$ cat src/rtl/ptr_pkg.sv
package ptr_pkg;

    typedef enum logic [2:0] {
        ACC_PLAIN   = 3'd0,
        ACC_POSTINC = 3'd1,
        ACC_PREINC  = 3'd2,
        ACC_POSTDEC = 3'd3,
        ACC_PLUSW   = 3'd4
    } acc_mode_e;

    typedef struct packed {
        logic step;   // pointer is written back
        logic down;   // step is -1 instead of +1
        logic pre;    // address uses stepped value
        logic offs;   // address uses base + signed W
    } acc_op_t;

    function automatic acc_op_t decode_mode(input logic [2:0] code);
        acc_op_t op;
        op = '0;
        case (code)
            ACC_POSTINC: op.step = 1'b1;
            ACC_PREINC: begin
                op.step = 1'b1;
                op.pre  = 1'b1;
            end
            ACC_POSTDEC: begin
                op.step = 1'b1;
                op.down = 1'b1;
            end
            ACC_PLUSW: op.offs = 1'b1;
            default: op = '0;
        endcase
        return op;
    endfunction

endpackage

$ cat src/rtl/ptr_addr_calc.sv
module ptr_addr_calc
    import ptr_pkg::*;
#(
    parameter int PTR_W = 12,
    parameter int W_W   = 8
) (
    input  logic [PTR_W-1:0] base,
    input  logic [2:0]       mode,
    input  logic [W_W-1:0]   w_val,
    output logic [PTR_W-1:0] eff,
    output logic [PTR_W-1:0] nxt,
    output logic             upd
);
    localparam int EXT_W = PTR_W - W_W;

    acc_op_t          op;
    logic [PTR_W-1:0] inc_v;
    logic [PTR_W-1:0] dec_v;
    logic [PTR_W-1:0] off_v;

    always_comb begin
        op    = decode_mode(mode);
        inc_v = base + PTR_W'(1);
        dec_v = base - PTR_W'(1);
        off_v = base + {{EXT_W{w_val[W_W-1]}}, w_val};
        if (op.offs)     eff = off_v;
        else if (op.pre) eff = inc_v;
        else             eff = base;
        nxt = op.down ? dec_v : inc_v;
        upd = op.step;
    end
endmodule

$ cat src/rtl/ptr_reg_slot.sv
module ptr_reg_slot #(
    parameter int PTR_W  = 12,
    parameter int DATA_W = 8
) (
    input  logic              clk,
    input  logic              rst,
    input  logic              lit_en,
    input  logic [PTR_W-1:0]  lit_val,
    input  logic              lo_en,
    input  logic              hi_en,
    input  logic [DATA_W-1:0] byte_data,
    input  logic              step_en,
    input  logic [PTR_W-1:0]  step_val,
    output logic [PTR_W-1:0]  q
);
    localparam int HI_W = PTR_W - DATA_W;

    always_ff @(posedge clk) begin
        if (rst)          q <= '0;
        else if (lit_en)  q <= lit_val;
        else if (lo_en)   q[DATA_W-1:0] <= byte_data;
        else if (hi_en)   q[PTR_W-1:DATA_W] <= byte_data[HI_W-1:0];
        else if (step_en) q <= step_val;
    end
endmodule

$ cat src/rtl/ptr_indirect_unit.sv
module ptr_indirect_unit #(
    parameter int PTR_W   = 12,
    parameter int DATA_W  = 8,
    parameter int NUM_PTR = 3,
    localparam int SEL_W  = (NUM_PTR > 1) ? $clog2(NUM_PTR) : 1
) (
    input  logic                     clk,
    input  logic                     rst,
    input  logic                     acc_valid,
    input  logic [SEL_W-1:0]         acc_sel,
    input  logic [2:0]               acc_mode,
    input  logic [DATA_W-1:0]        w_val,
    output logic [PTR_W-1:0]         eff_addr,
    input  logic                     lit_valid,
    input  logic [SEL_W-1:0]         lit_sel,
    input  logic [PTR_W-1:0]         lit_value,
    input  logic                     byte_wr,
    input  logic [SEL_W-1:0]         byte_sel,
    input  logic                     byte_hi,
    input  logic [DATA_W-1:0]        byte_data,
    input  logic [SEL_W-1:0]         rd_sel,
    input  logic                     rd_hi,
    output logic [DATA_W-1:0]        rd_data,
    output logic [NUM_PTR*PTR_W-1:0] ptr_bus
);
    localparam int HI_W = PTR_W - DATA_W;

    logic [PTR_W-1:0] ptr_q [NUM_PTR];
    logic [PTR_W-1:0] base;
    logic             hit;
    logic [PTR_W-1:0] calc_eff;
    logic [PTR_W-1:0] calc_nxt;
    logic             calc_upd;

    always_comb begin
        base = '0;
        hit  = 1'b0;
        for (int i = 0; i < NUM_PTR; i++) begin
            if (acc_sel == SEL_W'(i)) begin
                base = ptr_q[i];
                hit  = 1'b1;
            end
        end
    end

    ptr_addr_calc #(.PTR_W(PTR_W), .W_W(DATA_W)) u_calc (
        .base  (base),
        .mode  (acc_mode),
        .w_val (w_val),
        .eff   (calc_eff),
        .nxt   (calc_nxt),
        .upd   (calc_upd)
    );

    assign eff_addr = (acc_valid && hit) ? calc_eff : '0;

    for (genvar g = 0; g < NUM_PTR; g++) begin : g_slot
        logic is_lit, is_lo, is_hi, is_step;
        assign is_lit  = lit_valid && (lit_sel == SEL_W'(g));
        assign is_lo   = byte_wr && !byte_hi && (byte_sel == SEL_W'(g));
        assign is_hi   = byte_wr &&  byte_hi && (byte_sel == SEL_W'(g));
        assign is_step = acc_valid && calc_upd && (acc_sel == SEL_W'(g));

        ptr_reg_slot #(.PTR_W(PTR_W), .DATA_W(DATA_W)) u_slot (
            .clk       (clk),
            .rst       (rst),
            .lit_en    (is_lit),
            .lit_val   (lit_value),
            .lo_en     (is_lo),
            .hi_en     (is_hi),
            .byte_data (byte_data),
            .step_en   (is_step),
            .step_val  (calc_nxt),
            .q         (ptr_q[g])
        );
        assign ptr_bus[g*PTR_W +: PTR_W] = ptr_q[g];
    end

    always_comb begin
        rd_data = '0;
        for (int i = 0; i < NUM_PTR; i++) begin
            if (rd_sel == SEL_W'(i)) begin
                rd_data = rd_hi ? {{(DATA_W-HI_W){1'b0}}, ptr_q[i][PTR_W-1:DATA_W]}
                                : ptr_q[i][DATA_W-1:0];
            end
        end
    end
endmodule

$ cat config.mk
export PLATFORM = sky130hd
export DESIGN_NAME = ptr_indirect_unit
export DESIGN_NICKNAME = d
export VERILOG_FILES = /design/src/rtl/ptr_pkg.sv /design/src/rtl/ptr_addr_calc.sv /design/src/rtl/ptr_reg_slot.sv /design/src/rtl/ptr_indirect_unit.sv
export SDC_FILE = /design/constraint.sdc
export NUM_CORES = 1
export LEC_CHECK = 0
export BUFFER_PORTS_ARGS = -buffer_cell sky130_fd_sc_hd__buf_4
export CAP_MARGIN = 5
export CORE_MARGIN = 4
export CORE_UTILIZATION = 40
export CTS_CLUSTER_DIAMETER = 30
export DETAILED_ROUTE_END_ITERATION = 16
export GPL_ROUTABILITY_DRIVEN = 0
export PLACE_DENSITY_LB_ADDON = 0.05
export SLEW_MARGIN = 15
export SYNTH_ARGS = -nofsm -noshare
export SYNTH_HDL_FRONTEND = slang
export SYNTH_HIERARCHICAL = 1
export SYNTH_SLANG_ARGS = --single-unit
$ cat constraint.sdc
create_clock -name clk -period 4 [get_ports clk]
set_input_delay 0.4 -clock clk [delete_from_list [all_inputs] [get_ports clk]]
set_output_delay 0.4 -clock clk [all_outputs]
set_load 0.01 [all_outputs]
Yosys cells after proc, flatten, opt, wreduce, memory -nomap -nowiden. Cells that the tools add are included.

Bits in registers: 36. Logic and storage cells: 99. Input bits: 46. Output and inout port bits: 56.

Mux-type cells: 38. Add/sub/neg operators: 3. Reduce and logical (&&, ||, !) cells: 34. Equal/unequal tests: 18.

Operators with widths (count): 12-bit two-way mux (13); 8-bit two-way mux (12); 4-bit two-way mux (6); 3-bit nonzero test (6); 1-bit logical AND (16); 12-bit by 1-bit adder with 12-bit output, second input constant (1); 12-bit adder (1); 2-bit AND reduction (6); 12-bit by 1-bit subtractor with 12-bit output, second input constant (1); 3-bit inequality test, second input constant (3); 2-bit by 1-bit equality test with 1-bit output, second input constant (4); 2-bit equality test, second input constant (4); 2-bit zero test (4); 1-bit two-way mux (7); 3-bit by 2-bit equality test with 1-bit output, second input constant (2); 2-bit inequality test, second input constant (3); 3-bit by 1-bit equality test with 1-bit output, second input constant (1); 3-bit equality test, second input constant (1); 3-bit OR reduction (1); 1-bit zero test (1).

Longest topological paths before layout.
Word-level depth: 10. Gate-level depth with buffers: 15.

Modules after synthesis. The synthesis kept the hierarchy.

Modules (own cells, without submodules): ptr_reg_slot (sequential area each 240.2 µm², cells an instance 75, area each 723.2 µm², times used 3); ptr_addr_calc (sequential area each 0.0 µm², cells an instance 206, area each 1333.8 µm², times used 1); ptr_indirect_unit (sequential area each 0.0 µm², cells an instance 111, area each 837.1 µm², times used 1).

Worst setup path before layout. Ideal clock, no wire load.

Kind: input-to-output. From: input port acc_sel[0]. To: output port eff_addr[10]. Slack: 668 ps. Required time: 3600 ps. Stages: 15. Arrival: 2932 ps. Cells stage by stage: buf_4 -> nor2b_4 -> buf_4 -> nand2_1 -> o21ai_1 -> clkbuf_1 -> inv_1 -> fa_1 -> nor2b_1 -> o211ai_1 -> a31oi_1 -> a221oi_1 -> xor2_1 -> o21ai_0 -> and2_1.

Cells in the longest elaborated chain, start to end: 8.

Ends and longest elaborated chain: start: declaration (RTL line ptr_indirect_unit.sv:10) `input logic [SEL_W-1:0] acc_sel,`; 2-bit zero test (RTL line ptr_indirect_unit.sv:39) `if (acc_sel == SEL_W'(i)) begin`; 12-bit two-way mux (2 in a row) (RTL line ptr_indirect_unit.sv:39); 12-bit two-way mux * (RTL line ptr_indirect_unit.sv:39); net base[1] (RTL line ptr_indirect_unit.sv:29) `logic [PTR_W-1:0] base;`; 12-bit by 1-bit adder with 12-bit output (RTL line ptr_addr_calc.sv:23) `inc_v = base + PTR_W'(1);`; 12-bit two-way mux (RTL line ptr_addr_calc.sv:27) `else if (op.pre) eff = inc_v;`; 12-bit two-way mux * (RTL line ptr_addr_calc.sv:26) `if (op.offs) eff = off_v;`; net calc_eff[10] (RTL line ptr_indirect_unit.sv:31) `logic [PTR_W-1:0] calc_eff;`; 12-bit two-way mux * (RTL line ptr_indirect_unit.sv:55) `assign eff_addr = (acc_valid && hit) ? calc_eff : '0;`; end: declaration (RTL line ptr_indirect_unit.sv:13) `output logic [PTR_W-1:0] eff_addr,`.

The timed path passes the listed nets; every way through them passes the cells marked *.

Worst setup path after layout.
From: input port acc_sel[1]. To: output port eff_addr[9].

Same word-level chain as after synthesis.

==> impl_metrics.tcl <==
set metrics [dict create \
    drc 0 \
    p_comb_frac 0.387 \
    routed_wl_um 14800 \
    worst-r2r-setup-slack_ns 0.88 \
    end_kind "primary output" \
    setup-tns-final_ns 0 \
    final_nets 684 \
    synth_seq_area_share 0.166 \
    pre_cts_ws_ns 0.295 \
    switchingPower_mw 0.420 \
    die_x_um 112 \
    min_path_cells 3 \
    drive_gt1_frac 0.293 \
    ctsHoldBuffers 0 \
    critPathMaxStageDelay_ns 0.54 \
    critPathArrivalTime_ns 3.28 \
    setup_ws_ns 0.320 \
    syn_area_um2 4340 \
    initial_core_util 0.415 \
    ff2ff_path_depth 9 \
    syn_area_per_cell_um2 8.01 \
    cap_violations 0 \
    holdCritStartpoint "lit_value[5]" \
    worst-path-max-fanout 16 \
    die_h_um 112 \
    vias 4517 \
    seq_power_share 0.343 \
    cpMostUsedCell "o21ai_0" \
    grt_first_pass_wirelength_um 23700 \
    pwr-share-clk 0.270 \
    worst_setup_path_start_kind "primary input" \
    syn-num-nets 602 \
    dp_hpwl_um 11900 \
    outcome "complete, no violations" \
    layout_common_cells "buf_4, dfxtp_1, nor2_1" \
    tightest_slew_ns 0.921 \
    routedWlPerCell_um 19.5 \
    synth_top_area_cell "dfxtp_1" \
    yosysWarnings 6 \
    netSwitchingFraction 0.347 \
    dr.pass1.iters 4 \
    antenna_found_initial 0 \
    largest_register "g_slot.u_slot/q" \
    grt_pass1_vias 4495 \
    r2r_end "g_slot[2].u_slot/q[11]" \
    path_cells "buf_4 > nor2b_4 > nand2_1 > o21ai_1 > ha_1 > a211oi_1 > o21ai_0 > a31oi_1 > o21ai_0 > xnor2_1 > o21ai_0 > and2_1 > buf_4" \
    tritoncts "built" \
    p_int_mw 0.790 \
    stdcell_area_um2 5240 \
    drv_slew 0 \
    p_leak_nw 2.32 \
    placed_area_um2 5130 \
    grt_overflow 0 \
    globalRouteTotalUtil 0.229 \
    final_common_cell "buf_4" \
    die-area_um2 12600 \
    viasPerCell 5.94 \
    largest_register_ffs 36 \
    yosysTopAreaCellShare 0.166 \
    clk_pin_slew_ns 0.08 \
    finClkSkew_ns 0.00439 \
    netlist_top_cells_area "dfxtp_1, mux2_2, mux2i_1" \
    clkSinkCount 36 \
    synth_edf_count 0 \
    crit_slowest_cell "a31oi_1" \
    crit_type "primary input to primary output" \
    grt_max_degree 22 \
    hold-path-endpoint "g_slot[0].u_slot/q[5]" \
    io_buffer_count 101 \
    cts.path.max_buffers 2 \
    core.rowCount 37 \
    synth_seq_cells 36 \
    timing.fmax_mhz 272 \
    fin_crit_sh 0.920 \
    area_growth_pct 20.8 \
    synth-async-reset-ratio 0 \
    clk_latency_ns 0.30 \
    yosysUniqueCellTypes 68 \
    ir_drop_uv 138 \
    antenna_left 0 \
    r2r-start "g_slot[1].u_slot/q[6]" \
    io_pins 102 \
    max-slew-margin-rel 0.379 \
    finalSetupViolCount 0 \
    required_ns 3.60 \
    htree_levels 2 \
    hold_class "primary input to flip-flop" \
    syn-instance-count 542 \
    numCtsBuffers 5 \
    drtIter0Drc 370 \
    diodes 0 \
    reg_top3 "g_slot.u_slot/q (36)" \
    clock-root-buffer "clkbuf_8" \
    fin_crit_ns 3.68 \
    core_area_um2 10500 \
    powerDensity_nw_per_um2 231 \
    rsz0062_at_grt "no" \
    hold_viol 0 \
    synth_flop_cell "dfxtp_1" \
]
-- cells in the mapped netlist, types with 4 or more instances --
cell type and instances:
nor2_1 35, buf_2 7, o221ai_1 4, nand3_1 11, o21ai_1 10, nand2b_1 18
o21ai_0 32, ha_1 13, a32o_1 12, buf_6 10, xor2_1 9, and2_1 12
mux2_2 22, xnor2_1 12, dfxtp_1 36, inv_1 22, nor3_1 7, mux2i_1 24
a211oi_1 4, nor2b_1 27, clkbuf_1 18, nor3b_1 14, a22o_1 12, a21oi_1 24
a22oi_1 4, nand2_1 32, o311a_1 12, nand4_1 4, or3_1 7, a22oi_2 5
a211o_2 12, and3_1 4, mux2_4 7, and3b_1 5
-- how the worst max path moves through the flow --
stage,startpoint,endpoint,cells past startpoint
after CTS,acc_sel[1],eff_addr[10],15
after floorplan,acc_sel[0],eff_addr[10],15
after global placement,acc_sel[1],eff_addr[10],15
after global routing,acc_sel[1],eff_addr[9],13
after detailed placement,acc_sel[1],eff_addr[10],15
final,acc_sel[1],eff_addr[9],13
-- cells by family after synthesis --
family / count (synthesis) / synth area share
buffers and inverters: 61 / 0.0738
AND/OR/NAND/NOR: 193 / 0.256
XOR/XNOR: 21 / 0.0424
AO/OA/AOI/OAI: 163 / 0.281
adder cells (fa/ha/maj): 14 / 0.0421
flip-flops: 36 / 0.166
multiplexers: 54 / 0.139
-- power by group through the flow --
| stage | registers (mW) | clock network, mW | logic [mW] |
|---|---|---|---|
| final | 0.415 | 0.326 | 0.468 |
| after detailed placement | 0.424 | 0 | 0.465 |
| after CTS | 0.415 | 0.331 | 0.467 |
| after floorplan | 0.419 | 0 | 0.295 |
| after global routing | 0.419 | 0.348 | 0.512 |
| after global placement | 0.424 | 0 | 0.461 |
-- layer usage --
layer,vias to the layer above,part of all wire,track usage,wire [um]
li1,2176,-,-,-
met1,2169,0.46,0.317,6750
met2,153,0.47,0.373,6940
met3,19,0.058,0.0334,856
met4,0,0.017,0.0585,258
met5,-,0,0,0
-- worst max-delay path, delay by kind of cell --
| kind | cells | cell delay (ns) |
|---|---|---|
| xor+xnor | 1 | 0.16 |
| compound gates | 6 | 1.52 |
| buf+inv | 2 | 0.31 |
| fa+ha+maj | 1 | 0.31 |
| simple gates | 3 | 0.58 |
-- repair_timing --
| item | 4_1_cts | 5_1_grt |
|---|---|---|
| endpoints found under the setup margin | 0 | 1 |
| setup buffers | 0 | 0 |
| gates resized for setup | 0 | 1 |
-- layout make-up --
class,count,area [um2]
repair buffers,113,848
multi-input cells,445,3310
well taps,136,170
clock inverters,2,35.0
flip-flops and latches,36,721
fillers,1095,5220
inverters,23,86.3
clock buffers,6,72.6
-- metrics by stage --
step	util	total power, mW	hold WS (ns)	instances
after global placement	0.490	0.885	0.543	753
after CTS	0.501	1.21	0.456	761
after detailed placement	0.490	0.889	0.537	753
final	0.501	1.21	0.461	761
after floorplan	-	0.714	0.550	542
after global routing	0.501	1.28	0.469	761
(Power assumes the default switching activity.)
